File: src/rtl/msic_pkg.sv
package msic_pkg;
  typedef enum logic {
    PH_SHIFT = 1'b0,
    PH_CAPT  = 1'b1
  } phase_e;
endpackage

File: src/rtl/msic_seed_lfsr.sv
module msic_seed_lfsr #(
  parameter int unsigned       W    = 8,
  parameter logic [W-1:0]      TAPS = 8'hB8,
  parameter logic [W-1:0]      SEED = 8'hA5
) (
  input  logic         clk_i,
  input  logic         rst_ni,
  input  logic         adv_i,
  output logic [W-1:0] seed_o
);
  logic [W-1:0] s_q;
  logic         fb;

  assign fb = ^(s_q & TAPS);

  always_ff @(posedge clk_i or negedge rst_ni) begin
    if (!rst_ni)    s_q <= SEED;
    else if (adv_i) s_q <= {s_q[W-2:0], fb};
  end

  assign seed_o = s_q;
endmodule

File: src/rtl/msic_johnson.sv
module msic_johnson #(
  parameter int unsigned L = 8
) (
  input  logic         clk_i,
  input  logic         rst_ni,
  input  logic         shift_i,
  input  logic         step_i,
  output logic [L-1:0] rot_o
);
  logic [L-1:0] base_q, rot_q, base_nxt;

  // ordinary Johnson step of the base codeword
  assign base_nxt = {base_q[L-2:0], ~base_q[L-1]};

  always_ff @(posedge clk_i or negedge rst_ni) begin
    if (!rst_ni) begin
      base_q <= '0;
      rot_q  <= '0;
    end else if (step_i) begin
      base_q <= base_nxt;
      rot_q  <= base_nxt;
    end else if (shift_i) begin
      // circular rotation, new[j] = old[j-1]
      rot_q <= {rot_q[L-2:0], rot_q[L-1]};
    end
  end

  assign rot_o = rot_q;
endmodule

File: src/rtl/msic_frame_ctrl.sv
module msic_frame_ctrl
  import msic_pkg::*;
#(
  parameter int unsigned L = 8
) (
  input  logic clk_i,
  input  logic rst_ni,
  output logic shift_o,
  output logic capt_o
);
  localparam int unsigned CW = (L > 2) ? $clog2(L) : 1;

  phase_e        ph_q;
  logic [CW-1:0] cnt_q;

  always_ff @(posedge clk_i or negedge rst_ni) begin
    if (!rst_ni) begin
      ph_q  <= PH_SHIFT;
      cnt_q <= '0;
    end else begin
      unique case (ph_q)
        PH_SHIFT: begin
          if (cnt_q == CW'(L - 1)) begin
            ph_q  <= PH_CAPT;
            cnt_q <= '0;
          end else begin
            cnt_q <= cnt_q + 1'b1;
          end
        end
        PH_CAPT: ph_q <= PH_SHIFT;
        default: ph_q <= PH_SHIFT;
      endcase
    end
  end

  assign shift_o = (ph_q == PH_SHIFT);
  assign capt_o  = (ph_q == PH_CAPT);
endmodule

File: src/rtl/msic_tpg.sv
module msic_tpg #(
  parameter int unsigned          LFSR_W     = 8,
  parameter int unsigned          NUM_CHAINS = 4,
  parameter int unsigned          CHAIN_LEN  = 8,
  parameter logic [LFSR_W-1:0]    SEED       = 8'hA5,
  parameter logic [LFSR_W-1:0]    TAPS       = 8'hB8
) (
  input  logic                  clk_i,
  input  logic                  rst_ni,
  output logic [NUM_CHAINS-1:0] scan_o,
  output logic                  shift_en_o,
  output logic [LFSR_W-1:0]     pi_o,
  output logic                  done_o
);
  logic                 shift, capt;
  logic [LFSR_W-1:0]    seed;
  logic [CHAIN_LEN-1:0] rot;

  msic_frame_ctrl #(.L(CHAIN_LEN)) ctrl_i (
    .clk_i  (clk_i),
    .rst_ni (rst_ni),
    .shift_o(shift),
    .capt_o (capt)
  );

  msic_seed_lfsr #(.W(LFSR_W), .TAPS(TAPS), .SEED(SEED)) lfsr_i (
    .clk_i (clk_i),
    .rst_ni(rst_ni),
    .adv_i (capt),
    .seed_o(seed)
  );

  msic_johnson #(.L(CHAIN_LEN)) john_i (
    .clk_i  (clk_i),
    .rst_ni (rst_ni),
    .shift_i(shift),
    .step_i (capt),
    .rot_o  (rot)
  );

  for (genvar i = 0; i < NUM_CHAINS; i++) begin : g_chain
    localparam int unsigned JI = i % CHAIN_LEN;
    localparam int unsigned SI = i % LFSR_W;
    assign scan_o[i] = shift & (rot[JI] ^ seed[SI]);
  end

  assign shift_en_o = shift;
  assign done_o     = capt;
  assign pi_o       = seed;
endmodule

File: config.mk
export PLATFORM = sky130hd
export DESIGN_NAME = msic_tpg
export DESIGN_NICKNAME = d
export VERILOG_FILES = /design/src/rtl/msic_pkg.sv /design/src/rtl/msic_seed_lfsr.sv /design/src/rtl/msic_johnson.sv /design/src/rtl/msic_frame_ctrl.sv /design/src/rtl/msic_tpg.sv
export SDC_FILE = /design/constraint.sdc
export NUM_CORES = 1
export LEC_CHECK = 0
export BUFFER_PORTS_ARGS = -buffer_cell sky130_fd_sc_hd__buf_2
export CELL_PAD_IN_SITES_DETAIL_PLACEMENT = 2
export CELL_PAD_IN_SITES_GLOBAL_PLACEMENT = 2
export CORE_MARGIN = 5
export CORE_UTILIZATION = 37
export CTS_CLUSTER_SIZE = 16
export DETAILED_ROUTE_END_ITERATION = 10
export GPL_ROUTABILITY_DRIVEN = 1
export MAX_ROUTING_LAYER = met4
export PLACE_DENSITY = 0.78
export REMOVE_ABC_BUFFERS = 1
export SLEW_MARGIN = 20
export SYNTH_ARGS = -nofsm -noshare
export SYNTH_HDL_FRONTEND = slang
export SYNTH_HIERARCHICAL = 1
export SYNTH_SLANG_ARGS = --single-unit
File: constraint.sdc
create_clock -name clk_i -period 1.5 [get_ports clk_i]
set_clock_uncertainty 0.15 [all_clocks]
set_input_delay 0.375 -clock clk_i [delete_from_list [all_inputs] [get_ports clk_i]]
set_output_delay 0.375 -clock clk_i [all_outputs]
set_load 0.005 [all_outputs]
Word-level counts from Yosys, hierarchy flattened
Cells that the tools add are included.
- bits in registers: 28
- bits of input ports: 2
- output and inout bits: 14
- word-level logic and storage cells: 22
- add/subtract/negate cells: 1
- eq/ne operators: 1
- muxes and demuxes: 4
- bitwise gates (word level): 10
- reduce and logical (&&, ||, !) cells: 1
- operators with widths (cell ; number):
    $mux 8 ; 1
    $reduce_xor 8->1 ; 1
    $and 1x1->1 ; 4
    $xor 1x1->1 ; 4
    $add 3x1->3 const B ; 1
    $eq 3x3->1 const B ; 1
    $mux 3 ; 1
    $not 1->1 ; 2
    $pmux 1 s2 ; 1
    $mux 1 ; 1

Depth between registers and ports, before layout
- word-level depth: 3
- depth in mapped cells: 4
- depth with buffers taken out: 4

Modules after synthesis
Netlist, hierarchy kept.
- modules (own cells, without submodules) (module ; times used ; cells an instance ; area an instance (µm²)):
    msic_johnson ; 1 ; 58 ; 645.6
    msic_seed_lfsr ; 1 ; 21 ; 324.1
    msic_frame_ctrl ; 1 ; 12 ; 173.9
    msic_tpg ; 1 ; 8 ; 60.1

Worst setup path after synthesis
Ideal clock, no wire load.
- kind: register -> register
- from: register ctrl_i.ph_q (netlist: ctrl_i/capt_o)
- to: register lfsr_i.s_q[1] (netlist: lfsr_i/seed_o[1])
- setup time: 0.125 ns
- arrival time: 1.117 ns
- required time: 1.225 ns
- path slack: 0.108 ns
- stages on the path, launching flop included: 3
- buffers on the path: 1
- period minus slack after synthesis: 1.392 ns
- cell sequence: dfrtp_1 -> buf_2 -> mux2_2
- RTL lines (what ; line ; text):
    start: declaration ; msic_frame_ctrl.sv:13 ; phase_e ph_q;
    start signal: assignment ; msic_frame_ctrl.sv:18 ; ph_q <= PH_SHIFT;
    start signal: assignment ; msic_frame_ctrl.sv:24 ; ph_q <= PH_CAPT;
    start signal: assignment ; msic_frame_ctrl.sv:30 ; PH_CAPT: ph_q <= PH_SHIFT;
    end signal: assignment ; msic_seed_lfsr.sv:18 ; else if (adv_i) s_q <= {s_q[W-2:0], fb};
    end: declaration ; msic_seed_lfsr.sv:11 ; logic [W-1:0] s_q;
No word-level cell between the ends.

Worst setup path after layout
- from: register lfsr_i.s_q[2] (netlist: lfsr_i/seed_o[2])
- to: output scan_o[2]
- longest elaborated chain between the ends: 2
- ends and longest elaborated chain (what ; line ; text):
    $xor 1x1->1 ; msic_tpg.sv:44 ; assign scan_o[i] = shift & (rot[JI] ^ seed[SI]);
    $and 1x1->1 ; msic_tpg.sv:44 ;
    end: declaration ; msic_tpg.sv:10 ; output logic [NUM_CHAINS-1:0] scan_o,
No other way between the ends.

==> impl_metrics.ini <==
[status]
status = complete, but fails checks
failed_checks = setup timing

[hold_path]
hold_path.class = flip-flop to flip-flop

[placed_design]
hpwl_um = 1642
place_congestion = 0.7044
portBuffers = 15
dp_slack_ps = 70.54

[synth]
synth_cells = 99
ys_warn_count = 6
seq_area_frac_synth_pct = 58.63
synth-seq-cells = 28
synth_area_sq_um = 1204
syn_area_per_cell_sq_um = 12.16
synth_cell_types = 19

[die]
num_io_pins = 16
fp.dieH_um = 67.04
die_w_um = 67.04
rows = 20
core-area_sq_um = 3078
start_util_pct = 39.11
dieArea_sq_um = 4494

[power]
ir_drop_mv = 0.4932
cellLeakagePower_uw = 0.0008348
total_power_uw = 1151
power.density_nw_per_um2 = 698.1

[setup_path]
crit_slowest_cell = dfstp_2
critPathMaxStageDelay_ps = 580
end_kind = output pin
start_kind = flip-flop
crit_type = flip-flop to output pin
crit_path_max_fanout = 2
cp.arrival_ps = 1310
cp.required_ps = 970
path_cells = xor2_1 > and2_1 > buf_2

[timing]
worst_slack_ps = -336.9
rsz0062_at_grt = yes
fin_crit_ps = 1837
max-slew-margin-rel_pct = 75.49
period_share_pct = 122.5
timing.hold.ws_ps = 353.4
final_max_slew_viol_count = 0
worstMarginPinSlew_ps = 367.7
hold_viol_final = 0
max_freq_mhz = 544.4
setup_viol = 11

[drt]
ant_nets = 0
drc = 0
dr.pass1.iters = 3
wirelength_um = 3306
viasPerCell = 4.773
avgRoutedWirePerCell_um = 18.27
vias = 864
first_iter_violations = 18

[finish]
nNetsFinal = 142
fin_util_pct = 53.58
multi_input_area_sq_um = 445.4
syn_to_final_growth_pct = 37.01
antennaDiodeCount = 0
drive_gt1_share_pct = 43.80
fillers = 304
register_area_sq_um = 706.9

[global_routing]
globalRouteOverflowTotal = 0
track_usage_pct = 17.08
grt_pass1_vias = 994
grtUsageMet1_pct = 20.13
grt_pass1_wl_um = 5395
grtUsageMet2_pct = 29.57
busiest_layer = met2
met3_usage_pct = 3.035
antenna_found_initial = 0
grt_max_degree = 29

[flow_run]
max_cap_viol_count = 0

[clocking]
clock_sinks = 28
htree_levels = 1
cts_tree = yes
numCtsBuffers = 3
clk_pin_slew_ps = 160
insertion_delay_ps = 330
ctsLongestPathBuffers = 2
cts-root-buf = clkbuf_4
## cell usage after synthesis
master / instances / area share, %
nor2_1: 2 / 0.62
nor3_1: 1 / 0.42
mux2_2: 9 / 8.4
and2b_2: 1 / 0.73
xor2_1: 4 / 2.9
inv_1: 8 / 2.5
buf_2: 2 / 0.83
dfstp_2: 4 / 8.7
nand2_1: 7 / 2.2
ha_1: 2 / 2.1
mux2i_1: 9 / 7.5
buf_6: 1 / 0.94
a21oi_1: 2 / 0.83
xnor2_1: 3 / 2.2
o21ai_0: 14 / 5.8
buf_4: 1 / 0.62
a21o_2: 1 / 0.73
dfrtp_1: 24 / 50
and2_1: 4 / 2.1
## path summary, 6_finish.rpt
kind                                   from               end  slack (ps)  cells after the start
setup / recovery           lfsr_i/seed_o[2]         scan_o[2]        -340                      3
hold / removal             john_i/base_q[7]  john_i/base_q[0]         350                      1
setup reg to reg            ctrl_i/cnt_q[0]   ctrl_i/cnt_q[2]         100                      3
hold reg to reg            john_i/base_q[7]  john_i/base_q[0]         350                      1
max in group asynchronous            rst_ni  lfsr_i/seed_o[0]         490                      3
min in group asynchronous            rst_ni  john_i/base_q[4]         410                      3
## cell type report
type | instances | area share (%)
sequential | 28 | 42.87
inverter | 8 | 1.973
tap | 44 | 3.338
timing repair buffer | 38 | 22.61
multi-input combinational | 59 | 27.01
clock buffer | 4 | 2.200
## flip-flops by register name, indices dropped and copies added, names as in the netlist
name,cells
ctrl_i/cnt_q,3
ctrl_i/capt_o,1
john_i/base_q,8
john_i/rot_o,8
lfsr_i/seed_o,8
## worst max-delay path, delay by kind of cell, from the launching register on
family                    cells  cell delay [ps]
DFF                           1              580
buffers and inverters         1              110
xor gates and xnor gates      1              150
and+or+nand+nor               1              140
## cell families (layout without fill, tap and decap cells)
| kind of cell | count (synthesis) | count (layout) | share of synthesized area [%] |
|---|---|---|---|
| fa+ha+maj | 2 | 2 | 2.079 |
| mux | 18 | 18 | 15.90 |
| simple gates | 15 | 15 | 6.029 |
| buf+inv | 12 | 50 | 4.886 |
| flops | 28 | 28 | 58.63 |
| xor+xnor | 7 | 7 | 5.094 |
| compound gates | 17 | 17 | 7.381 |
## metrics by stage
step	setup TNS (ps)	area, sq um	std cells
after floorplan	-6799	1175	95
after global placement	0	1355	159
after detailed placement	0	1355	159
after CTS	-1766	1592	176
after global routing	-2832	1649	181
final	-1946	1649	181
## cell usage in the layout, fill, tap and decap left out, types with 3 or more instances in the layout
| cell | netlist | layout |
|---|---|---|
| and2_1 | 4 | 3 |
| buf_2 | 2 | 7 |
| buf_4 | 1 | 14 |
| buf_6 | 1 | 14 |
| clkbuf_4 | 0 | 3 |
| dfrtp_1 | 24 | 23 |
| dfstp_2 | 4 | 4 |
| inv_1 | 8 | 7 |
| mux2_2 | 9 | 9 |
| mux2i_1 | 9 | 8 |
| nand2_1 | 7 | 7 |
| o21ai_0 | 14 | 13 |
| xnor2_1 | 3 | 3 |
| xor2_1 | 4 | 4 |
## timing repair
item,4_1_cts,5_1_grt
resized for setup,12,9
setup endpoints to repair,11,13
pin swaps,1,4
hold endpoints to repair,24,0
cloned,2,0
hold buffers,1,0
setup buffers,10,7
## report_power, final
group | switching [uW] | internal [uW]
clock network | 227 | 149
registers | 0 | 756
logic | 15.1 | 4.34
total | 243 | 909
## routing by layer
layer	part of all wire [%]	up-vias
met2	53	14
met3	2.3	6
li1	-	403
met1	42	441
met5	0	-
met4	2.3	0
Note: power is estimated with default switching activity, not from simulation.
